File: src/rtl/hec_pkg.sv
package hec_pkg;
  localparam int          BYTE_W    = 8;
  localparam logic [7:0]  HEC_COSET = 8'h55;
  localparam logic [7:0]  HEC_GEN   = 8'h07;  // x^2+x+1, x^8 implicit

  // one byte of CRC-8 update, most significant bit first
  function automatic logic [7:0] crc8_step(input logic [7:0] crc_in,
                                           input logic [7:0] din);
    logic [7:0] c;
    logic       fb;
    c = crc_in;
    for (int i = 7; i >= 0; i--) begin
      fb = c[7] ^ din[i];
      c  = {c[6:0], 1'b0} ^ (fb ? HEC_GEN : 8'h00);
    end
    return c;
  endfunction
endpackage

File: src/rtl/hec_err_sched.sv
module hec_err_sched #(
  parameter int PER_W = 16
) (
  input  logic             clk,
  input  logic             rst_n,
  input  logic [PER_W-1:0] period,
  input  logic             single_req,
  input  logic             fire,
  output logic             corrupt
);
  logic [PER_W-1:0] cnt_q, cnt_d;
  logic             pend_q, pend_d;
  logic             per_on, due;

  always_comb begin
    per_on  = (period != '0);
    due     = per_on && (cnt_q >= period - 1'b1);
    corrupt = pend_q || due;
    pend_d  = single_req | (pend_q & ~fire);
    cnt_d   = cnt_q;
    if (!per_on)   cnt_d = '0;
    else if (fire) cnt_d = due ? '0 : cnt_q + 1'b1;
  end

  always_ff @(posedge clk or negedge rst_n) begin
    if (!rst_n) begin
      cnt_q  <= '0;
      pend_q <= 1'b0;
    end else begin
      cnt_q  <= cnt_d;
      pend_q <= pend_d;
    end
  end

  p_single_clears_r7: assert property (@(posedge clk) disable iff (!rst_n)
    (pend_q && fire && !single_req) |=> !pend_q);
  p_period_bound_r8: assert property (@(posedge clk) disable iff (!rst_n)
    (fire && per_on) |=> (cnt_q < $past(period)));
endmodule

File: src/rtl/hec_tx_path.sv
module hec_tx_path
  import hec_pkg::*;
#(
  parameter int CELL_BYTES = 53,
  parameter int HDR_BYTES  = 4
) (
  input  logic              clk,
  input  logic              rst_n,
  input  logic              cfg_hec_present,
  input  logic              cfg_hec_overwrite,
  input  logic [BYTE_W-1:0] err_mask,
  input  logic              corrupt,
  output logic              hec_fire,
  input  logic              in_valid,
  input  logic              in_sop,
  input  logic [BYTE_W-1:0] in_data,
  output logic              in_ready,
  output logic              out_valid,
  output logic              out_sop,
  output logic [BYTE_W-1:0] out_data,
  input  logic              out_ready
);
  localparam int               POS_W = $clog2(CELL_BYTES);
  localparam logic [POS_W-1:0] HEC_P = POS_W'(HDR_BYTES);
  localparam logic [POS_W-1:0] LAST_P = POS_W'(CELL_BYTES - 1);

  logic [POS_W-1:0]  pos_q, pos_d, cur_pos;
  logic [BYTE_W-1:0] crc_q, crc_d, hec_calc, err_byte;
  logic              ins, is_hec, xfer;

  always_comb begin
    ins      = (pos_q == HEC_P) && !cfg_hec_present;
    cur_pos  = (!ins && in_sop) ? '0 : pos_q;
    is_hec   = (cur_pos == HEC_P);
    hec_calc = crc_q ^ HEC_COSET;
    err_byte = corrupt ? err_mask : '0;
    if (ins) begin
      out_valid = 1'b1;
      in_ready  = 1'b0;
      out_data  = hec_calc ^ err_byte;
    end else begin
      out_valid = in_valid;
      in_ready  = out_ready;
      out_data  = is_hec ? ((cfg_hec_overwrite ? hec_calc : in_data) ^ err_byte)
                         : in_data;
    end
    out_sop  = (cur_pos == '0);
    xfer     = out_valid && out_ready;
    hec_fire = xfer && is_hec;
    pos_d    = pos_q;
    crc_d    = crc_q;
    if (xfer) begin
      pos_d = (cur_pos == LAST_P) ? '0 : cur_pos + 1'b1;
      if (cur_pos < HEC_P)
        crc_d = crc8_step((cur_pos == '0) ? 8'h00 : crc_q, in_data);
    end
  end

  always_ff @(posedge clk or negedge rst_n) begin
    if (!rst_n) begin
      pos_q <= '0;
      crc_q <= '0;
    end else begin
      pos_q <= pos_d;
      crc_q <= crc_d;
    end
  end

  p_insert_no_input_r3: assert property (@(posedge clk) disable iff (!rst_n)
    (ins && out_ready) |=> (pos_q == HEC_P + 1'b1));
  p_insert_held_r12: assert property (@(posedge clk) disable iff (!rst_n)
    (ins && !out_ready) |=> out_valid);
  p_cell_wrap_r11: assert property (@(posedge clk) disable iff (!rst_n)
    (xfer && cur_pos == LAST_P) |=> (pos_q == '0));
endmodule

File: src/rtl/hec_rx_strip.sv
module hec_rx_strip
  import hec_pkg::*;
#(
  parameter int CELL_BYTES = 53,
  parameter int HDR_BYTES  = 4
) (
  input  logic              clk,
  input  logic              rst_n,
  input  logic              cfg_keep_hec,
  input  logic              in_valid,
  input  logic              in_sop,
  input  logic [BYTE_W-1:0] in_data,
  output logic              in_ready,
  output logic              out_valid,
  output logic              out_sop,
  output logic [BYTE_W-1:0] out_data,
  input  logic              out_ready
);
  localparam int               POS_W = $clog2(CELL_BYTES);
  localparam logic [POS_W-1:0] HEC_P = POS_W'(HDR_BYTES);
  localparam logic [POS_W-1:0] LAST_P = POS_W'(CELL_BYTES - 1);

  logic [POS_W-1:0] pos_q, pos_d, cur_pos;
  logic             drop, take;

  always_comb begin
    cur_pos   = in_sop ? '0 : pos_q;
    drop      = !cfg_keep_hec && (cur_pos == HEC_P);
    out_valid = in_valid && !drop;
    in_ready  = drop ? 1'b1 : out_ready;
    out_data  = in_data;
    out_sop   = (cur_pos == '0);
    take      = in_valid && in_ready;
    pos_d     = pos_q;
    if (take) pos_d = (cur_pos == LAST_P) ? '0 : cur_pos + 1'b1;
  end

  always_ff @(posedge clk or negedge rst_n) begin
    if (!rst_n) pos_q <= '0;
    else        pos_q <= pos_d;
  end

  p_no_loss_r12: assert property (@(posedge clk) disable iff (!rst_n)
    (in_valid && !drop && !out_ready) |-> !in_ready);
  p_rx_wrap_r11: assert property (@(posedge clk) disable iff (!rst_n)
    (take && cur_pos == LAST_P) |=> (pos_q == '0));
endmodule

File: src/rtl/hec_cell_proc.sv
module hec_cell_proc
  import hec_pkg::*;
#(
  parameter int CELL_BYTES = 53,
  parameter int HDR_BYTES  = 4,
  parameter int PER_W      = 16
) (
  input  logic              clk,
  input  logic              rst_n,
  input  logic              cfg_tx_hec_present,
  input  logic              cfg_tx_hec_overwrite,
  input  logic [BYTE_W-1:0] cfg_err_mask,
  input  logic [PER_W-1:0]  cfg_err_period,
  input  logic              err_single_req,
  input  logic              tx_in_valid,
  input  logic              tx_in_sop,
  input  logic [BYTE_W-1:0] tx_in_data,
  output logic              tx_in_ready,
  output logic              tx_out_valid,
  output logic              tx_out_sop,
  output logic [BYTE_W-1:0] tx_out_data,
  input  logic              tx_out_ready,
  input  logic              cfg_rx_keep_hec,
  input  logic              rx_in_valid,
  input  logic              rx_in_sop,
  input  logic [BYTE_W-1:0] rx_in_data,
  output logic              rx_in_ready,
  output logic              rx_out_valid,
  output logic              rx_out_sop,
  output logic [BYTE_W-1:0] rx_out_data,
  input  logic              rx_out_ready
);
  logic [1:0] rst_pipe_q;
  logic       rst_sync_n;
  logic       corrupt, hec_fire;

  // asynchronous assert, synchronous release
  always_ff @(posedge clk or negedge rst_n) begin
    if (!rst_n) rst_pipe_q <= 2'b00;
    else        rst_pipe_q <= {rst_pipe_q[0], 1'b1};
  end
  assign rst_sync_n = rst_pipe_q[1];

  hec_err_sched #(.PER_W(PER_W)) u_sched (
    .clk(clk), .rst_n(rst_sync_n), .period(cfg_err_period),
    .single_req(err_single_req), .fire(hec_fire), .corrupt(corrupt));

  hec_tx_path #(.CELL_BYTES(CELL_BYTES), .HDR_BYTES(HDR_BYTES)) u_tx (
    .clk(clk), .rst_n(rst_sync_n),
    .cfg_hec_present(cfg_tx_hec_present), .cfg_hec_overwrite(cfg_tx_hec_overwrite),
    .err_mask(cfg_err_mask), .corrupt(corrupt), .hec_fire(hec_fire),
    .in_valid(tx_in_valid), .in_sop(tx_in_sop), .in_data(tx_in_data),
    .in_ready(tx_in_ready), .out_valid(tx_out_valid), .out_sop(tx_out_sop),
    .out_data(tx_out_data), .out_ready(tx_out_ready));

  hec_rx_strip #(.CELL_BYTES(CELL_BYTES), .HDR_BYTES(HDR_BYTES)) u_rx (
    .clk(clk), .rst_n(rst_sync_n), .cfg_keep_hec(cfg_rx_keep_hec),
    .in_valid(rx_in_valid), .in_sop(rx_in_sop), .in_data(rx_in_data),
    .in_ready(rx_in_ready), .out_valid(rx_out_valid), .out_sop(rx_out_sop),
    .out_data(rx_out_data), .out_ready(rx_out_ready));

  p_reset_quiet_r1: assert property (@(posedge clk) disable iff (!rst_sync_n)
    ($rose(rst_sync_n) && !tx_in_valid) |-> !tx_out_valid);
endmodule

File: config.mk
export PLATFORM = sky130hd
export DESIGN_NAME = hec_cell_proc
export DESIGN_NICKNAME = d
export VERILOG_FILES = /design/src/rtl/hec_pkg.sv /design/src/rtl/hec_err_sched.sv /design/src/rtl/hec_tx_path.sv /design/src/rtl/hec_rx_strip.sv /design/src/rtl/hec_cell_proc.sv
export SDC_FILE = /design/constraint.sdc
export NUM_CORES = 1
export LEC_CHECK = 0
export ABC_AREA = 1
export BUFFER_PORTS_ARGS = -buffer_cell sky130_fd_sc_hd__buf_2
export CAP_MARGIN = 20
export CORE_UTILIZATION = 56
export CTS_CLUSTER_DIAMETER = 200
export DETAILED_ROUTE_END_ITERATION = 6
export PLACE_DENSITY = 0.84
export REMOVE_ABC_BUFFERS = 1
export SLEW_MARGIN = 10
export SYNTH_ARGS = -nofsm -noshare
export SYNTH_HDL_FRONTEND = slang
export SYNTH_SLANG_ARGS = --single-unit
export TNS_END_PERCENT = 30
File: constraint.sdc
create_clock -name clk -period 6.7 [get_ports clk]
set_clock_uncertainty 0.1 [all_clocks]
set_input_delay 0.335 -clock clk [delete_from_list [all_inputs] [get_ports clk]]
set_output_delay 0.335 -clock clk [all_outputs]
set_load 0.1 [all_outputs]
==> results.txt <==
initial antenna violation count - 0
Seq cells post-synth - 39
Slew headroom - 0.510
Req. time, crit path - 6260 ps
static leakage - 2.18 nW
Final Max Tran Viols - 0
Clock Sinks - 39
CTS Root Cell - clkbuf_8
Die H - 85.0 um
Mapped Avg Cell Area - 6.97 um2
Core Area - 0.00649 mm2
hold crit path type - in2reg
Area Overhead vs Synth - 10.9%
Via Count - 3844
met2 GRT Util - 0.468
Synth Instances - 553
Max VDD drop - 0.191 mV
antenna-violating nets left - 0
Final Hold Vio Count - 0
FP Rows - 29
DP HPWL - 6900 um
status - finished with violations
Total Power - 1.25 mW
final global-route overflow total - 0
cts bufs inserted - 5
synth top area cells - dfrtp_1, nand2_1, ha_1
Achievable Freq - 231 MHz
Seq/Total Area, Yosys - 0.253
clk slew on worst S/H paths - 80 ps
IO Pins - 74
Synth top area share - 0.253
first-pass detailed-route iteration total - 6
I/O Buffers - 57
Crit path arrival time - 3890 ps
Worst setup EP type - output pin
layout cells sized above 1 - 0.188
count of final setup violators - 0
CTS tree - done
H-Tree Depth - 2
async set-reset flop share out of synthesis - 1.00
Top FF cell, synth - dfrtp_1
Slew @ Worst Pin - 733 ps
RSZ-0062 raised after global routing - no
Die W - 85.0 um
initial drt markers - 199
Synth Cell Area - 0.00386 mm2
Post-synth EDFFs - 0
Initial Utilization - 0.594
Vias/cell - 5.62
cts repair resizes - 0
clock tree buffer depth - 2
crit path max fanout - 24
TNS Setup - 0 ps
Yosys cell types - 43
busiest grt layer - met2
Final Net Count - 681
Crit Path Class - in2out
leading area contributor after synthesis - dfrtp_1
WL/cell - 12.8 um
vias in the first global route - 3681
n_diodes - 0
Skew-Pair Late Insertion Delay - 290 ps
met1 global-route usage - 0.309
failing checks - design-rule violations
pin count of the biggest net entering global routing - 35
wirelength, routed - 8760 um
power per cell area - 292 mW/mm2
fin crit period - 4320 ps
GRT Util Overall - 0.258
YS warnings - 0
global-route wire length before repair - 15400 um
CP Launch Type - primary input
Tcrit/Tclk final - 0.645
Residual DRC - 1
GR Util met3 - 0.0496
Die ar. - 0.00722 mm2
# Max-Cap Violations - 0
RePlAce Congestion - 0.886
==> power breakdown <==
part / switching [mW] / internal, mW / leakage, nW
sequential: 0.0802 / 0.305 / 0.462
combinational: 0.438 / 0.226 / 1.66
clock: 0.0879 / 0.113 / 0.0587
total: 0.606 / 0.643 / 2.18
==> cells by family (layout without fill, tap and decap cells) <==
logic type / count (synthesis) / count (layout) / synth area share
simple gates: 254 / 254 / 0.311
compound gates: 115 / 115 / 0.185
buf+inv: 93 / 147 / 0.104
flops: 39 / 39 / 0.253
xor+xnor: 28 / 28 / 0.0714
fa+ha+maj: 23 / 23 / 0.0746
other cells: 1 / 1 / 0.000972
==> worst paths after layout <==
path / slack, ps / to / from / cells past startpoint
worst max-delay path: 2380 / tx_out_data[6] / cfg_err_period[0] / 23
worst min-delay path: 140 / u_sched.pend_q$_DFF_PN0_ / err_single_req / 2
worst max register to register: 3800 / u_sched.cnt_q[5]$_DFFE_PN0P_ / u_tx.pos_q[3]$_DFFE_PN0P_ / 16
worst min register to register: 210 / u_rx.pos_q[1]$_DFFE_PN0P_ / rst_pipe_q[1]$_DFF_PN0_ / 1
max in group asynchronous: 5840 / u_tx.pos_q[0]$_DFFE_PN0P_ / rst_pipe_q[1]$_DFF_PN0_ / 1
min in group asynchronous: 210 / u_rx.pos_q[1]$_DFFE_PN0P_ / rst_pipe_q[1]$_DFF_PN0_ / 1
==> what timing repair did <==
action                                  CTS  global route
endpoints found under the hold margin     5             0
buffers inserted                          0             0
hold buffers                              2             0
endpoints found under the setup margin    0             0
==> cell usage in the layout (no fill, tap or decap), types with 2 or more instances in the layout <==
cell type,Yosys,layout
o22ai_1,6,6
nand2_2,10,10
inv_2,3,3
xor2_1,15,15
nor3_1,4,4
nand2_1,128,128
nand4_1,3,3
dfrtp_1,39,39
xnor2_1,9,9
o21ai_0,39,39
a21oi_1,38,38
o21ai_1,10,10
nand2_4,3,3
nand3_1,55,55
nand2_8,2,2
inv_1,75,75
buf_2,2,57
o21ai_2,3,3
o22ai_2,7,7
clkbuf_8,0,5
o32ai_2,2,2
ha_1,23,23
xor2_2,4,4
o31ai_1,3,3
dlygate4sd3_1,0,2
nor2_4,6,6
nor2_1,37,37
==> registers in the layout, indices dropped and copies added, names as in the netlist <==
register and flops:
u_rx.pos_q 6, u_tx.pos_q 6, u_sched.cnt_q 16, u_tx.crc_q 8, u_sched.pend_q 1, rst_pipe_q 2
==> worst max-delay path, cell delays in order <==
cell	delay, ps
buf_2	90
inv_1	100
nand2_1	90
nor3_1	240
nand2_1	130
nor2_1	100
inv_1	50
nor2_1	150
nand3_1	110
xor2_1	140
inv_1	50
ha_1	300
nand4_1	120
nor2_1	160
nand3_1	90
nand3_1	110
nand2_1	60
nand2_1	540
nand2_1	140
a21oi_1	150
o21ai_0	100
nand2_1	90
buf_2	420
==> layer usage <==
| metal | vias to the layer above | wire [um] |
|---|---|---|
| li1 | 1922 | - |
| met1 | 1796 | 3690 |
| met2 | 107 | 4520 |
| met3 | 19 | 416 |
| met4 | 0 | 127 |
| met5 | - | 0 |
==> area by class of cell <==
type	instances	area, um2
multi-input cells	421	2480
fillers	568	2220
flip-flops and latches	39	976
repair buffers	60	313
inverters	79	299
well taps	77	96.3
clock buffers	5	68.8
clock inverters	3	47.5
==> cells in the mapped netlist (2+ instances only) <==
| cell | instances |
|---|---|
| nor2_4 | 6 |
| nand2_8 | 2 |
| o21ai_2 | 3 |
| buf_6 | 2 |
| xor2_2 | 4 |
| o32ai_2 | 2 |
| xor2_1 | 15 |
| o31ai_1 | 3 |
| o21ai_1 | 10 |
| nand2_1 | 128 |
| o22ai_2 | 7 |
| buf_2 | 2 |
| xnor2_1 | 9 |
| nand2_4 | 3 |
| a21oi_1 | 38 |
| nand4_1 | 3 |
| inv_1 | 75 |
| ha_1 | 23 |
| inv_2 | 3 |
| buf_4 | 9 |
| nand2_2 | 10 |
| nand3_1 | 55 |
| nor3_1 | 4 |
| o22ai_1 | 6 |
| dfrtp_1 | 39 |
| nor2_1 | 37 |
| o21ai_0 | 39 |
==> metrics by stage <==
step | worst slack [ps] | util | hold WS [ps] | instance area, um2 | cells
floorplan | 2790 | - | -60.6 | 3750 | 539
global placement | 2580 | 0.638 | -50.8 | 4140 | 674
detailed placement | 2410 | 0.638 | -54.0 | 4140 | 674
CTS | 2400 | 0.659 | 137 | 4280 | 684
global route | 1810 | 0.659 | 129 | 4280 | 684
finish | 2380 | 0.659 | 142 | 4280 | 684
Note: power is estimated with default switching activity, not from simulation.
